$ cat config.mk
export PLATFORM = sky130hd
export DESIGN_NAME = opf_operand_fetch
export DESIGN_NICKNAME = d
export VERILOG_FILES = /design/src/rtl/opf_pkg.sv /design/src/rtl/opf_word_plan.sv /design/src/rtl/opf_addr_reg.sv /design/src/rtl/opf_dest_regs.sv /design/src/rtl/opf_hs_fsm.sv /design/src/rtl/opf_operand_fetch.sv
export SDC_FILE = /design/constraint.sdc
export NUM_CORES = 1
export LEC_CHECK = 0
export BUFFER_PORTS_ARGS = -buffer_cell sky130_fd_sc_hd__buf_2
export CELL_PAD_IN_SITES_DETAIL_PLACEMENT = 1
export CELL_PAD_IN_SITES_GLOBAL_PLACEMENT = 2
export CORE_MARGIN = 4
export CORE_UTILIZATION = 27
export DETAILED_ROUTE_END_ITERATION = 12
export GPL_ROUTABILITY_DRIVEN = 0
export PLACE_DENSITY = 0.86
export SYNTH_ARGS = -nofsm -noshare
export SYNTH_HDL_FRONTEND = slang
export SYNTH_SLANG_ARGS = --single-unit
$ cat constraint.sdc
create_clock -name clk_i -period 1.6 [get_ports clk_i]
set_input_delay 0.08 -clock clk_i [delete_from_list [all_inputs] [get_ports clk_i]]
set_output_delay 0.08 -clock clk_i [all_outputs]
set_load 0.005 [all_outputs]
$ cat src/rtl/opf_pkg.sv
package opf_pkg;
  typedef enum logic [1:0] {SLOT_EXP = 2'd0, SLOT_HI = 2'd1, SLOT_LO = 2'd2} slot_e;
  typedef enum logic [2:0] {
    ST_IDLE = 3'd0, ST_REQ = 3'd1, ST_WAITRD = 3'd2, ST_REL = 3'd3, ST_DONE = 3'd4
  } state_e;
  localparam int unsigned FMT_EXP_BIT = 1;
  localparam int unsigned FMT_LO_BIT  = 0;
  localparam int unsigned MAX_WORDS   = 3;
endpackage

$ cat src/rtl/opf_word_plan.sv
module opf_word_plan
  import opf_pkg::*;
#(
  parameter int unsigned CNT_W = 2
) (
  input  logic [1:0]       fmt_i,
  input  slot_e            cur_slot_i,
  output logic [CNT_W-1:0] word_cnt_o,
  output slot_e            first_slot_o,
  output slot_e            next_slot_o
);
  always_comb begin
    word_cnt_o = CNT_W'(1) + CNT_W'(fmt_i[FMT_EXP_BIT]) + CNT_W'(fmt_i[FMT_LO_BIT]);
    first_slot_o = fmt_i[FMT_EXP_BIT] ? SLOT_EXP : SLOT_HI;
    unique case (cur_slot_i)
      SLOT_EXP: next_slot_o = SLOT_HI;
      SLOT_HI:  next_slot_o = SLOT_LO;
      default:  next_slot_o = SLOT_LO;
    endcase
  end
endmodule

$ cat src/rtl/opf_addr_reg.sv
module opf_addr_reg #(
  parameter int unsigned ADDR_W = 17
) (
  input  logic              clk_i,
  input  logic              rst_ni,
  input  logic              load_i,
  input  logic [ADDR_W-1:0] load_val_i,
  input  logic              inc_i,
  output logic [ADDR_W-1:0] q_o
);
  always_ff @(posedge clk_i or negedge rst_ni) begin
    if (!rst_ni)     q_o <= '0;
    else if (load_i) q_o <= load_val_i;
    else if (inc_i)  q_o <= q_o + ADDR_W'(1);  // wraps modulo 2^ADDR_W
  end
endmodule

$ cat src/rtl/opf_dest_regs.sv
module opf_dest_regs
  import opf_pkg::*;
#(
  parameter int unsigned WORD_W = 18
) (
  input  logic                clk_i,
  input  logic                rst_ni,
  input  logic                we_i,
  input  slot_e               slot_i,
  input  logic [WORD_W-1:0]   data_i,
  output logic [WORD_W-1:0]   exp_o,
  output logic [2*WORD_W-1:0] mant_o
);
  always_ff @(posedge clk_i or negedge rst_ni) begin
    if (!rst_ni)                         exp_o <= '0;
    else if (we_i && slot_i == SLOT_EXP) exp_o <= data_i;
  end

  // half 1 = high mantissa word, half 0 = low mantissa word
  for (genvar g = 0; g < 2; g++) begin : g_half
    localparam slot_e HALF_SLOT = (g == 1) ? SLOT_HI : SLOT_LO;
    always_ff @(posedge clk_i or negedge rst_ni) begin
      if (!rst_ni)                          mant_o[g*WORD_W +: WORD_W] <= '0;
      else if (we_i && slot_i == HALF_SLOT) mant_o[g*WORD_W +: WORD_W] <= data_i;
    end
  end
endmodule

$ cat src/rtl/opf_hs_fsm.sv
module opf_hs_fsm
  import opf_pkg::*;
#(
  parameter int unsigned CNT_W = 2
) (
  input  logic             clk_i,
  input  logic             rst_ni,
  input  logic             start_i,
  input  logic             no_mem_i,
  input  logic [CNT_W-1:0] cnt_load_i,
  input  logic             bus_ack_i,
  input  logic             rd_restart_i,
  input  logic             rel_ack_i,
  output logic             accept_o,
  output logic             fetch_start_o,
  output logic             capture_o,
  output logic             word_done_o,
  output logic             req_o,
  output logic             rel_o,
  output logic             busy_o,
  output logic             done_o
);
  state_e           state_q, state_d;
  logic [CNT_W-1:0] cnt_q;
  logic             last_word;

  assign last_word     = (cnt_q == CNT_W'(1));
  assign accept_o      = (state_q == ST_IDLE) && start_i;
  assign fetch_start_o = accept_o && !no_mem_i;
  assign capture_o     = (state_q == ST_WAITRD) && rd_restart_i;
  assign word_done_o   = (state_q == ST_REL) && rel_ack_i;
  assign req_o         = (state_q == ST_REQ);
  assign rel_o         = (state_q == ST_REL);
  assign busy_o        = (state_q != ST_IDLE);
  assign done_o        = (state_q == ST_DONE);

  always_comb begin
    state_d = state_q;
    unique case (state_q)
      ST_IDLE:   if (start_i) state_d = no_mem_i ? ST_DONE : ST_REQ;
      ST_REQ:    if (bus_ack_i) state_d = ST_WAITRD;
      ST_WAITRD: if (rd_restart_i) state_d = ST_REL;
      ST_REL:    if (rel_ack_i) state_d = last_word ? ST_DONE : ST_REQ;
      default:   state_d = ST_IDLE;
    endcase
  end

  always_ff @(posedge clk_i or negedge rst_ni) begin
    if (!rst_ni) begin
      state_q <= ST_IDLE;
      cnt_q   <= '0;
    end else begin
      state_q <= state_d;
      if (fetch_start_o)    cnt_q <= cnt_load_i;
      else if (word_done_o) cnt_q <= cnt_q - CNT_W'(1);
    end
  end
endmodule

$ cat src/rtl/opf_operand_fetch.sv
module opf_operand_fetch
  import opf_pkg::*;
#(
  parameter int unsigned ADDR_W = 17,
  parameter int unsigned WORD_W = 18
) (
  input  logic                clk_i,
  input  logic                rst_ni,
  input  logic                start_i,
  input  logic [1:0]          fmt_i,
  input  logic                no_mem_i,
  input  logic [ADDR_W-1:0]   addr_i,
  output logic                mem_req_o,
  output logic [ADDR_W-1:0]   mem_addr_o,
  input  logic                bus_ack_i,
  input  logic                rd_restart_i,
  input  logic [WORD_W-1:0]   rd_data_i,
  output logic                release_o,
  input  logic                rel_ack_i,
  output logic [WORD_W-1:0]   exp_o,
  output logic [2*WORD_W-1:0] mant_o,
  output logic [ADDR_W-1:0]   addr_o,
  output logic                busy_o,
  output logic                done_o
);
  localparam int unsigned CNT_W = $clog2(MAX_WORDS + 1);

  logic             accept, fetch_start, capture, word_done;
  logic [CNT_W-1:0] word_cnt;
  slot_e            slot_q, first_slot, next_slot;

  opf_word_plan #(.CNT_W(CNT_W)) u_plan (
    .fmt_i        (fmt_i),
    .cur_slot_i   (slot_q),
    .word_cnt_o   (word_cnt),
    .first_slot_o (first_slot),
    .next_slot_o  (next_slot)
  );

  opf_hs_fsm #(.CNT_W(CNT_W)) u_fsm (
    .clk_i         (clk_i),
    .rst_ni        (rst_ni),
    .start_i       (start_i),
    .no_mem_i      (no_mem_i),
    .cnt_load_i    (word_cnt),
    .bus_ack_i     (bus_ack_i),
    .rd_restart_i  (rd_restart_i),
    .rel_ack_i     (rel_ack_i),
    .accept_o      (accept),
    .fetch_start_o (fetch_start),
    .capture_o     (capture),
    .word_done_o   (word_done),
    .req_o         (mem_req_o),
    .rel_o         (release_o),
    .busy_o        (busy_o),
    .done_o        (done_o)
  );

  // slot tracks the destination of the word in flight
  always_ff @(posedge clk_i or negedge rst_ni) begin
    if (!rst_ni)          slot_q <= SLOT_HI;
    else if (fetch_start) slot_q <= first_slot;
    else if (word_done)   slot_q <= next_slot;
  end

  opf_addr_reg #(.ADDR_W(ADDR_W)) u_addr (
    .clk_i      (clk_i),
    .rst_ni     (rst_ni),
    .load_i     (fetch_start),
    .load_val_i (addr_i),
    .inc_i      (word_done),
    .q_o        (addr_o)
  );

  opf_dest_regs #(.WORD_W(WORD_W)) u_dest (
    .clk_i  (clk_i),
    .rst_ni (rst_ni),
    .we_i   (capture),
    .slot_i (slot_q),
    .data_i (rd_data_i),
    .exp_o  (exp_o),
    .mant_o (mant_o)
  );

  assign mem_addr_o = mem_req_o ? addr_o : '0;

  logic unused_accept;
  assign unused_accept = accept;
endmodule

==> flow_summary.yaml, run 1 <==
placement:
  port_buffers: 135
  dpl.hpwl_um: 8540
pwr:
  power_density_nw_per_um2: 1930
  leakagePower_nw: 2.71
  vdd_drop_max_v: 0.000631
  total_power_mw: 10.6
grt:
  overflow: 0
  grt_pass1_wl_um: 18300
  grt_max_degree: 46
  antenna_found_initial: 3
  grt_util_all_layers_pct: 15.9
  grt_pass1_vias: 3396
hold_path:
  hold_start: "rd_data_i[12]"
  holdCritPathClass: "in2reg"
drt:
  final_antenna_net_count: 0
  drt_wl_total_um: 12600
  drt_iter0_drc: 125
  vias: 3087
  dr.pass1.iters: 4
  drcViolationCount: 0
  vias_per_cell: 4.66
  wl_per_cell_um: 19.0
synthesis:
  yosysWarnings: 0
  synth-async-reset-ratio_pct: 100
  synth_nets: 338
  yosys_most_used_dff: "dfrtp_1"
  ys_types: 36
  synth_seq_area_share_pct: 55.0
  synth.avg_cell_area_um2: 12.2
  synth_top_cell_area_share_pct: 54.3
  syn_inst: 291
  ys_ff_latch: 78
  synth.largest_area_cell: "dfrtp_1"
  synth_edf_count: 0
  synth_area_leaders: "dfrtp_1 (54%), mux2_2 (17%), and2_1 (3.0%)"
  syn_area_um2: 3550
final_layout:
  layout_common_cells: "buf_2 (134), dfrtp_1 (74), mux2_2 (54)"
  layout-drive-gt1-share_pct: 59.0
  area_growth_pct: 54.9
  multi_input_area_um2: 1640
  final_common_cell: "buf_2"
  ff_latch_area_um2: 1960
  post-route-util_pct: 43.2
  fin_nets: 531
  fillers: 1460
worst_setup_path:
  critical_path.slowest_cell: "or3b_4"
  critPathKind: "reg2reg"
  crit_chain: "or3_4, or3b_4, clkbuf_16, nor2_1, a31oi_1"
  worst-path-max-fanout: 5
  critPathLaunchType: "register"
  arrival_ns: 1.96
  cp-startpoint: "u_fsm.state_q[1]"
  cpPeakStageDelay_ns: 0.45
  required_ns: 1.80
  r2r-start: "u_fsm.state_q[1]"
  end_kind: "register"
timing:
  fin_crit_ns: 1.75
  slew_headroom_pct: 70.2
  hold_slack_ns: 0.00950
  tightest_slew_ns: 0.443
  finalHoldViolCount: 0
  worst_slack_ns: -0.154
  fmax_ghz: 0.570
  setup_tns_ns: -8.71
  skew_ns: 0.0104
  post-route-period-util_pct: 110
  rsz0062_at_grt: "yes"
  maxSlewViolCount: 0
  setup_viol: 93
clock_tree:
  cts_made_buffers: 9
  htree_levels: 3
  cts-root-buf: "clkbuf_16"
  clkSinkCount: 78
  cts_tree: "built"
  clkTransAtPathRegs_ns: 0.06
  clkLatencyLatePin_ns: 0.34
  cts_max_path_buffers: 2
die:
  die_area_um2: 15000
  initial_core_util_pct: 27.9
  core_area_um2: 12700
  pin_count: 136
  dieHeight_um: 123
  die_x_um: 123
  rows: 41
status:
  violations: "negative setup slack"
  status: "finished with violations"
job:
  max_cap_viol_count: 0
[critical path: cells and delay by family, from the launching register on]
family | cells | cell delay, ns
buffers and inverters | 1 | 0.20
AOI/OAI and AO/OA | 1 | 0.05
and+or+nand+nor | 3 | 0.95
DFF | 1 | 0.43
[synth_stat cells, drive strengths merged, types with 2 or more instances]
| library cell | count |
|---|---|
| a21oi | 14 |
| a31oi | 6 |
| and2 | 17 |
| and4 | 2 |
| buf | 7 |
| clkbuf | 7 |
| dfrtp | 77 |
| ha | 3 |
| inv | 7 |
| mux2 | 54 |
| mux2i | 2 |
| nand2 | 14 |
| nand3 | 6 |
| nand3b | 2 |
| nand4 | 6 |
| nor2 | 21 |
| nor3 | 2 |
| nor3b | 4 |
| nor4 | 4 |
| o211ai | 2 |
| o21ai | 3 |
| o31ai | 2 |
| or3 | 4 |
| or4 | 3 |
| xnor2 | 8 |
| xor2 | 6 |
[final cells by class]
class | instances | share of cell area, %
flip-flops and latches | 78 | 35.6
diodes | 3 | 0.137
clock inverters | 5 | 1.07
clock buffers | 10 | 4.35
inverters | 7 | 0.478
multi-input cells | 192 | 29.7
well taps | 172 | 3.91
repair buffers | 196 | 24.7
[what timing repair did]
action | in CTS | in global routing
resized for setup | 14 | 25
pin swaps | 2 | 2
gates cloned | 1 | 8
hold buffers | 10 | 0
endpoints found under the hold margin | 86 | 0
endpoints found under the setup margin | 93 | 94
setup buffers | 0 | 3
[logic make-up (layout without fill, tap and decap cells)]
logic type,after synthesis,count (layout),synth area share [%]
AOI/OAI and AO/OA,27,27,4.30
buffers and inverters,21,218,2.54
and+or+nand+nor,91,91,15.3
muxes,57,57,18.3
adders and majority gates,3,3,1.06
DFF,78,78,55.0
xor gates and xnor gates,14,14,3.45
other,0,3,0
[where the power goes]
group | switching, mW | internal, mW
registers | 0.659 | 2.92
logic | 2.24 | 2.72
clock network | 0.823 | 1.25
total | 3.73 | 6.88
[per-stage QoR]
stage | cells | worst slack (ns) | instance area (µm²)
global route | 663 | -0.205 | 5500
floorplan | 291 | -0.0896 | 3590
finish | 663 | -0.154 | 5500
global placement | 623 | -0.0965 | 4750
CTS | 649 | -0.161 | 5200
detailed placement | 623 | -0.168 | 4750
[registers in the layout (all words and copies together) (netlist names)]
signal / flops
u_dest.mant_o: 36
u_dest.exp_o: 18
u_addr.q_o: 17
u_fsm.state_q: 3
slot_q: 2
u_fsm.cnt_q: 2
[path summary, 6_finish.rpt]
kind                       slack, ns  cells past startpoint                to
max in group asynchronous       0.91                      3   u_dest.exp_o[3]
min in group asynchronous       0.13                      2    u_addr.q_o[10]
max                            -0.15                      5    u_addr.q_o[14]
min reg2reg                     0.50                      1   u_dest.exp_o[1]
min                             0.01                      2  u_dest.exp_o[12]
max reg2reg                    -0.15                      5    u_addr.q_o[14]
[per-layer routing]
layer | wire (µm) | GRT usage (%) | part of all wire [%]
met5 | 0 | 0 | 0
met2 | 6950 | 29.2 | 55
met3 | 344 | 2.12 | 2.7
met1 | 4870 | 17.7 | 39
met4 | 456 | 8.54 | 3.6
(Power assumes the default switching activity.)
==> inputs of run 2 (changes only) <==
--- a/config.mk
+++ b/config.mk
@@ -9,10 +9,10 @@
 export CELL_PAD_IN_SITES_DETAIL_PLACEMENT = 1
 export CELL_PAD_IN_SITES_GLOBAL_PLACEMENT = 2
 export CORE_MARGIN = 4
-export CORE_UTILIZATION = 27
+export CORE_UTILIZATION = 30
 export DETAILED_ROUTE_END_ITERATION = 12
 export GPL_ROUTABILITY_DRIVEN = 0
-export PLACE_DENSITY = 0.86
+export PLACE_DENSITY = 0.9
 export SYNTH_ARGS = -nofsm -noshare
 export SYNTH_HDL_FRONTEND = slang
 export SYNTH_SLANG_ARGS = --single-unit
==> constraint.sdc (replaced) <==
create_clock -name clk_i -period 1.85 [get_ports clk_i]
set_input_delay 0.0925 -clock clk_i [delete_from_list [all_inputs] [get_ports clk_i]]
set_output_delay 0.0925 -clock clk_i [all_outputs]
set_load 0.005 [all_outputs]
==> run 2 against run 1 <==
Compared with the run above:
- the flow now finishes without violations
- global-route usage decreased by 0.55 points
- cell area decreased by 10%
- combinational power decreased by 29%
- critical path type unchanged
- largest power group unchanged
==> flow_summary.yaml, run 2 (synthesis gave the netlist of run 1 again) <==
drt:
  drcViolationCount: 0
  dr.pass1.iters: 4
  vias_per_cell: 4.83
  vias: 2873
  final_antenna_net_count: 0
  wl_per_cell_um: 18.0
  drt_wl_total_um: 10700
  drt_iter0_drc: 94
timing:
  worst_slack_ns: 0.0571
  fin_crit_ns: 1.79
  rsz0062_at_grt: "no"
  setup_tns_ns: 0
  tightest_slew_ns: 0.368
  skew_ns: 0.00961
  fmax_ghz: 0.558
  finalHoldViolCount: 0
  setup_viol: 0
  post-route-period-util_pct: 96.9
  maxSlewViolCount: 0
  hold_slack_ns: 0.0131
  slew_headroom_pct: 75.2
clock_tree:
  htree_levels: 3
  cts_tree: "built"
  cts_max_path_buffers: 2
  clkSinkCount: 78
  cts-root-buf: "clkbuf_16"
  clkTransAtPathRegs_ns: 0.06
  cts_made_buffers: 9
  clkLatencyLatePin_ns: 0.33
job:
  max_cap_viol_count: 0
die:
  core_area_um2: 11500
  rows: 39
  pin_count: 136
  initial_core_util_pct: 30.8
  dieHeight_um: 117
  die_area_um2: 13600
  die_x_um: 117
final_layout:
  largest_register_ffs: 36
  post-route-util_pct: 42.9
  fillers: 1318
  layout.cells.non_filler: 595
  layout-drive-gt1-share_pct: 52.9
  final_common_cell: "buf_2"
  area_growth_pct: 39.2
  layout_common_cells: "buf_2 (134), dfrtp_1 (76), mux2_2 (54)"
  antenna-diode-count: 0
  reg_top3: "u_dest.mant_o (36), u_dest.exp_o (18), u_addr.q_o (17)"
  top_register: "u_dest.mant_o"
  fin_nets: 494
grt:
  antenna_found_initial: 0
  grt_pass1_wl_um: 16300
  overflow: 0
  grt_pass1_vias: 3132
  grt_util_all_layers_pct: 15.4
  grt_max_degree: 64
worst_setup_path:
  required_ns: 2.10
  rr_endpoint: "u_addr.q_o[14]"
  end_kind: "register"
  reg2reg_depth: 5
  critPathLaunchType: "register"
  worst-path-max-fanout: 4
  critPathKind: "reg2reg"
  r2r-start: "u_fsm.state_q[1]"
  arrival_ns: 2.04
  reg2reg_slack_ns: 0.06
placement:
  dp_slack_ns: 0.00582
  dp.cells: 577
  port_buffers: 135
  dpl.hpwl_um: 7870
status:
  status: "complete, no violations"
pwr:
  leakagePower_nw: 2.45
  power_density_nw_per_um2: 1730
  vdd_drop_max_v: 0.000516
hold_path:
  hold_start: "addr_i[11]"
  holdPathEnd: "u_addr.q_o[11]"
  holdCritPathClass: "in2reg"
  min_path_cells: 3
==> run 2: cell count changes in the layout (fill, tap and decap cells not counted), sizes merged <==
cell	previous run	this run
clkinv	1	2
clkinvlp	2	1
diode	3	0
clkbuf	16	10
dlygate4sd3	10	2
buf	180	157
bufinv	1	2
==> run 2: layout make-up <==
cell class                      count  area, µm²  share of cell area (%)
Tap cell                          143        179                    3.62
Inverter                            7       26.3                   0.532
Clock buffer                       10        239                    4.84
Clock inverter                      6       93.8                    1.90
Multi-Input combinational cell    192       1520                    30.8
Timing Repair Buffer              159        926                    18.7
Sequential cell                    78       1950                    39.5
==> run 2: layer usage <==
metal | wire [µm] | track usage, % | vias to the layer above
met5 | 0 | 0 | -
met4 | 179 | 5.43 | 0
met3 | 249 | 2.21 | 11
met2 | 5870 | 27.8 | 52
met1 | 4410 | 18.6 | 1466
li1 | - | - | 1344
==> run 2: report_power, final <==
part	total (mW)	internal, mW	switching (mW)
sequential	3.09	2.52	0.566
combinational	3.51	1.88	1.63
clock	1.97	1.23	0.740
==> run 2: how the worst max path moves through the flow <==
stage | to | startpoint
3_3_place_gp | u_addr.q_o[14] | u_fsm.state_q[2]
5_1_grt | u_addr.q_o[14] | u_fsm.state_q[1]
3_5_place_dp | u_addr.q_o[14] | u_fsm.state_q[1]
6_report | u_addr.q_o[14] | u_fsm.state_q[1]
4_1_cts | u_addr.q_o[14] | u_fsm.state_q[1]
2_1_floorplan | u_addr.q_o[16] | u_fsm.state_q[2]
==> run 2: through the flow <==
stage | power, mW | area (µm²)
finish | 8.57 | 4940
CTS | 8.70 | 4930
global placement | 6.47 | 4580
detailed placement | 6.67 | 4580
global route | 9.14 | 4940
floorplan | 4.77 | 3550
==> run 2: repair_timing <==
| item | CTS | global route |
|---|---|---|
| endpoints found under the setup margin | 2 | 6 |
| setup buffers | 0 | 0 |
| endpoints found under the hold margin | 78 | 0 |
| resized for setup | 1 | 3 |
| hold buffers | 2 | 0 |
| pin swaps | 2 | 2 |
==> run 2: worst max-delay path, cell delays in order, from the launching register on <==
cell and delay [ns]:
dfrtp_1 0.37, buf_4 0.15, nand4b_4 0.12, or3_4 0.37, or4_1 0.50, a31oi_1 0.19
==> inputs of run 3 (changes only) <==
--- a/config.mk
+++ b/config.mk
@@ -12,7 +12,7 @@
 export CORE_UTILIZATION = 30
 export DETAILED_ROUTE_END_ITERATION = 12
 export GPL_ROUTABILITY_DRIVEN = 0
-export PLACE_DENSITY = 0.9
+export PLACE_DENSITY = 0.87
 export SYNTH_ARGS = -nofsm -noshare
 export SYNTH_HDL_FRONTEND = slang
 export SYNTH_SLANG_ARGS = --single-unit
==> run 3 against run 2 <==
Compared with the run above:
- cell area is 0.30% lower
- flip-flop and latch count stayed put
- combinational power hardly changed
- die area stayed put
- clock skew is 0.00099 ns lower
- via count is 1.3% lower
- wire length is 2.9% lower
- critical path type unchanged
- critical endpoint is now u_fsm.cnt_q[1]
==> flow_summary.yaml, run 3 (synthesis gave the netlist of run 1 again) <==
pwr:
  power_density_nw_per_um2: 1710
  vdd_drop_max_v: 0.000531
  leakagePower_nw: 2.44
timing:
  tightest_slew_ns: 0.457
  fmax_ghz: 0.572
  setup_tns_ns: 0
  finalHoldViolCount: 0
  fin_crit_ns: 1.75
  hold_slack_ns: 0.0119
  worst_slack_ns: 0.103
  post-route-period-util_pct: 94.5
  rsz0062_at_grt: "no"
  slew_headroom_pct: 69.5
  setup_viol: 0
  maxSlewViolCount: 0
  skew_ns: 0.00862
drt:
  drt_iter0_drc: 104
  wl_per_cell_um: 17.4
  vias: 2837
  vias_per_cell: 4.74
  drcViolationCount: 0
  dr.pass1.iters: 4
  drt_wl_total_um: 10400
  final_antenna_net_count: 0
final_layout:
  fillers: 1309
  area_growth_pct: 38.8
  multi_input_area_um2: 1520
  reg_top3: "u_dest.mant_o (36), u_dest.exp_o (18), u_addr.q_o (17)"
  largest_register_ffs: 36
  ff_latch_area_um2: 1950
  fin_nets: 496
  top_register: "u_dest.mant_o"
  final_common_cell: "buf_2"
  layout_common_cells: "buf_2 (134), dfrtp_1 (76), mux2_2 (54)"
  layout-drive-gt1-share_pct: 52.4
worst_setup_path:
  crit_chain: "or3_1, or3b_1, buf_12, nand3_1, o211ai_1"
  worst-path-max-fanout: 41
  required_ns: 2.05
  arrival_ns: 1.94
  critPathKind: "reg2reg"
  critical_path.slowest_cell: "dfrtp_2"
  end_kind: "register"
  reg2reg_slack_ns: 0.10
  cpPeakStageDelay_ns: 0.44
  critPathLaunchType: "register"
clock_tree:
  htree_levels: 3
  cts-root-buf: "clkbuf_16"
  clkLatencyLatePin_ns: 0.33
  clkSinkCount: 78
  cts_max_path_buffers: 2
  cts_made_buffers: 9
  clkTransAtPathRegs_ns: 0.06
  cts_tree: "built"
die:
  die_x_um: 117
  dieHeight_um: 117
  initial_core_util_pct: 30.8
  die_area_um2: 13600
  rows: 39
  core_area_um2: 11500
  pin_count: 136
grt:
  grt_pass1_wl_um: 16200
  overflow: 0
  grt_pass1_vias: 3147
  grt_max_degree: 42
  antenna_found_initial: 1
  grt_util_all_layers_pct: 15.4
job:
  max_cap_viol_count: 0
hold_path:
  holdCritPathClass: "in2reg"
status:
  status: "complete, no violations"
placement:
  dpl.hpwl_um: 7790
  dp_slack_ns: 0.0224
  port_buffers: 135
run 3: cell type report:
| cell class | count | area share (%) |
|---|---|---|
| Multi-Input combinational cell | 192 | 30.8 |
| Antenna cell | 1 | 0.0508 |
| Clock buffer | 11 | 4.72 |
| Timing Repair Buffer | 161 | 18.9 |
| Inverter | 7 | 0.533 |
| Tap cell | 143 | 3.63 |
| Sequential cell | 78 | 39.7 |
| Clock inverter | 5 | 1.65 |
run 3: routing by layer:
| layer | GRT usage (%) | up-vias | wire length, µm |
|---|---|---|---|
| met5 | 0 | - | 0 |
| met4 | 5.28 | 0 | 189 |
| met3 | 3.14 | 10 | 431 |
| met2 | 28.1 | 63 | 5660 |
| met1 | 17.8 | 1419 | 4110 |
| li1 | - | 1345 | - |
run 3: report_power, final:
group / switching [mW] / total, mW / internal (mW)
combinational: 1.60 / 3.48 / 1.88
clock: 0.677 / 1.86 / 1.18
sequential: 0.559 / 3.08 / 2.52
run 3: metrics by stage:
stage	total power, mW	cell area [µm²]	std cells	util, %
detailed placement	6.61	4560	577	39.6
global route	9.07	4930	598	42.8
CTS	8.54	4900	595	42.5
floorplan	4.77	3550	291	-
global placement	6.43	4560	577	39.6
finish	8.43	4930	598	42.8
run 3: path summary, 6_finish.rpt:
| kind | cells after the start | end | startpoint |
|---|---|---|---|
| worst max-delay path | 5 | u_fsm.cnt_q[1] | u_fsm.state_q[0] |
| worst min-delay path | 3 | u_addr.q_o[6] | addr_i[6] |
| worst max register to register | 5 | u_fsm.cnt_q[1] | u_fsm.state_q[0] |
| worst min register to register | 1 | u_dest.mant_o[10] | u_dest.mant_o[10] |
| max in group asynchronous | 3 | slot_q[0] | rst_ni |
| min in group asynchronous | 2 | u_dest.mant_o[20] | rst_ni |
run 3: repair_timing:
item | 4_1_cts | 5_1_grt
hold endpoints to repair | 34 | 0
buffers inserted | 0 | 2
gates resized for setup | 0 | 4
hold buffers | 2 | 0
endpoints found under the setup margin | 0 | 18
run 3: worst max-delay path: cells and delay by family, from the launching register on:
family	cells	cell delay (ns)
and+or+nand+nor	3	0.89
DFF	1	0.44
buffers and inverters	1	0.19
AOI/OAI and AO/OA	1	0.09
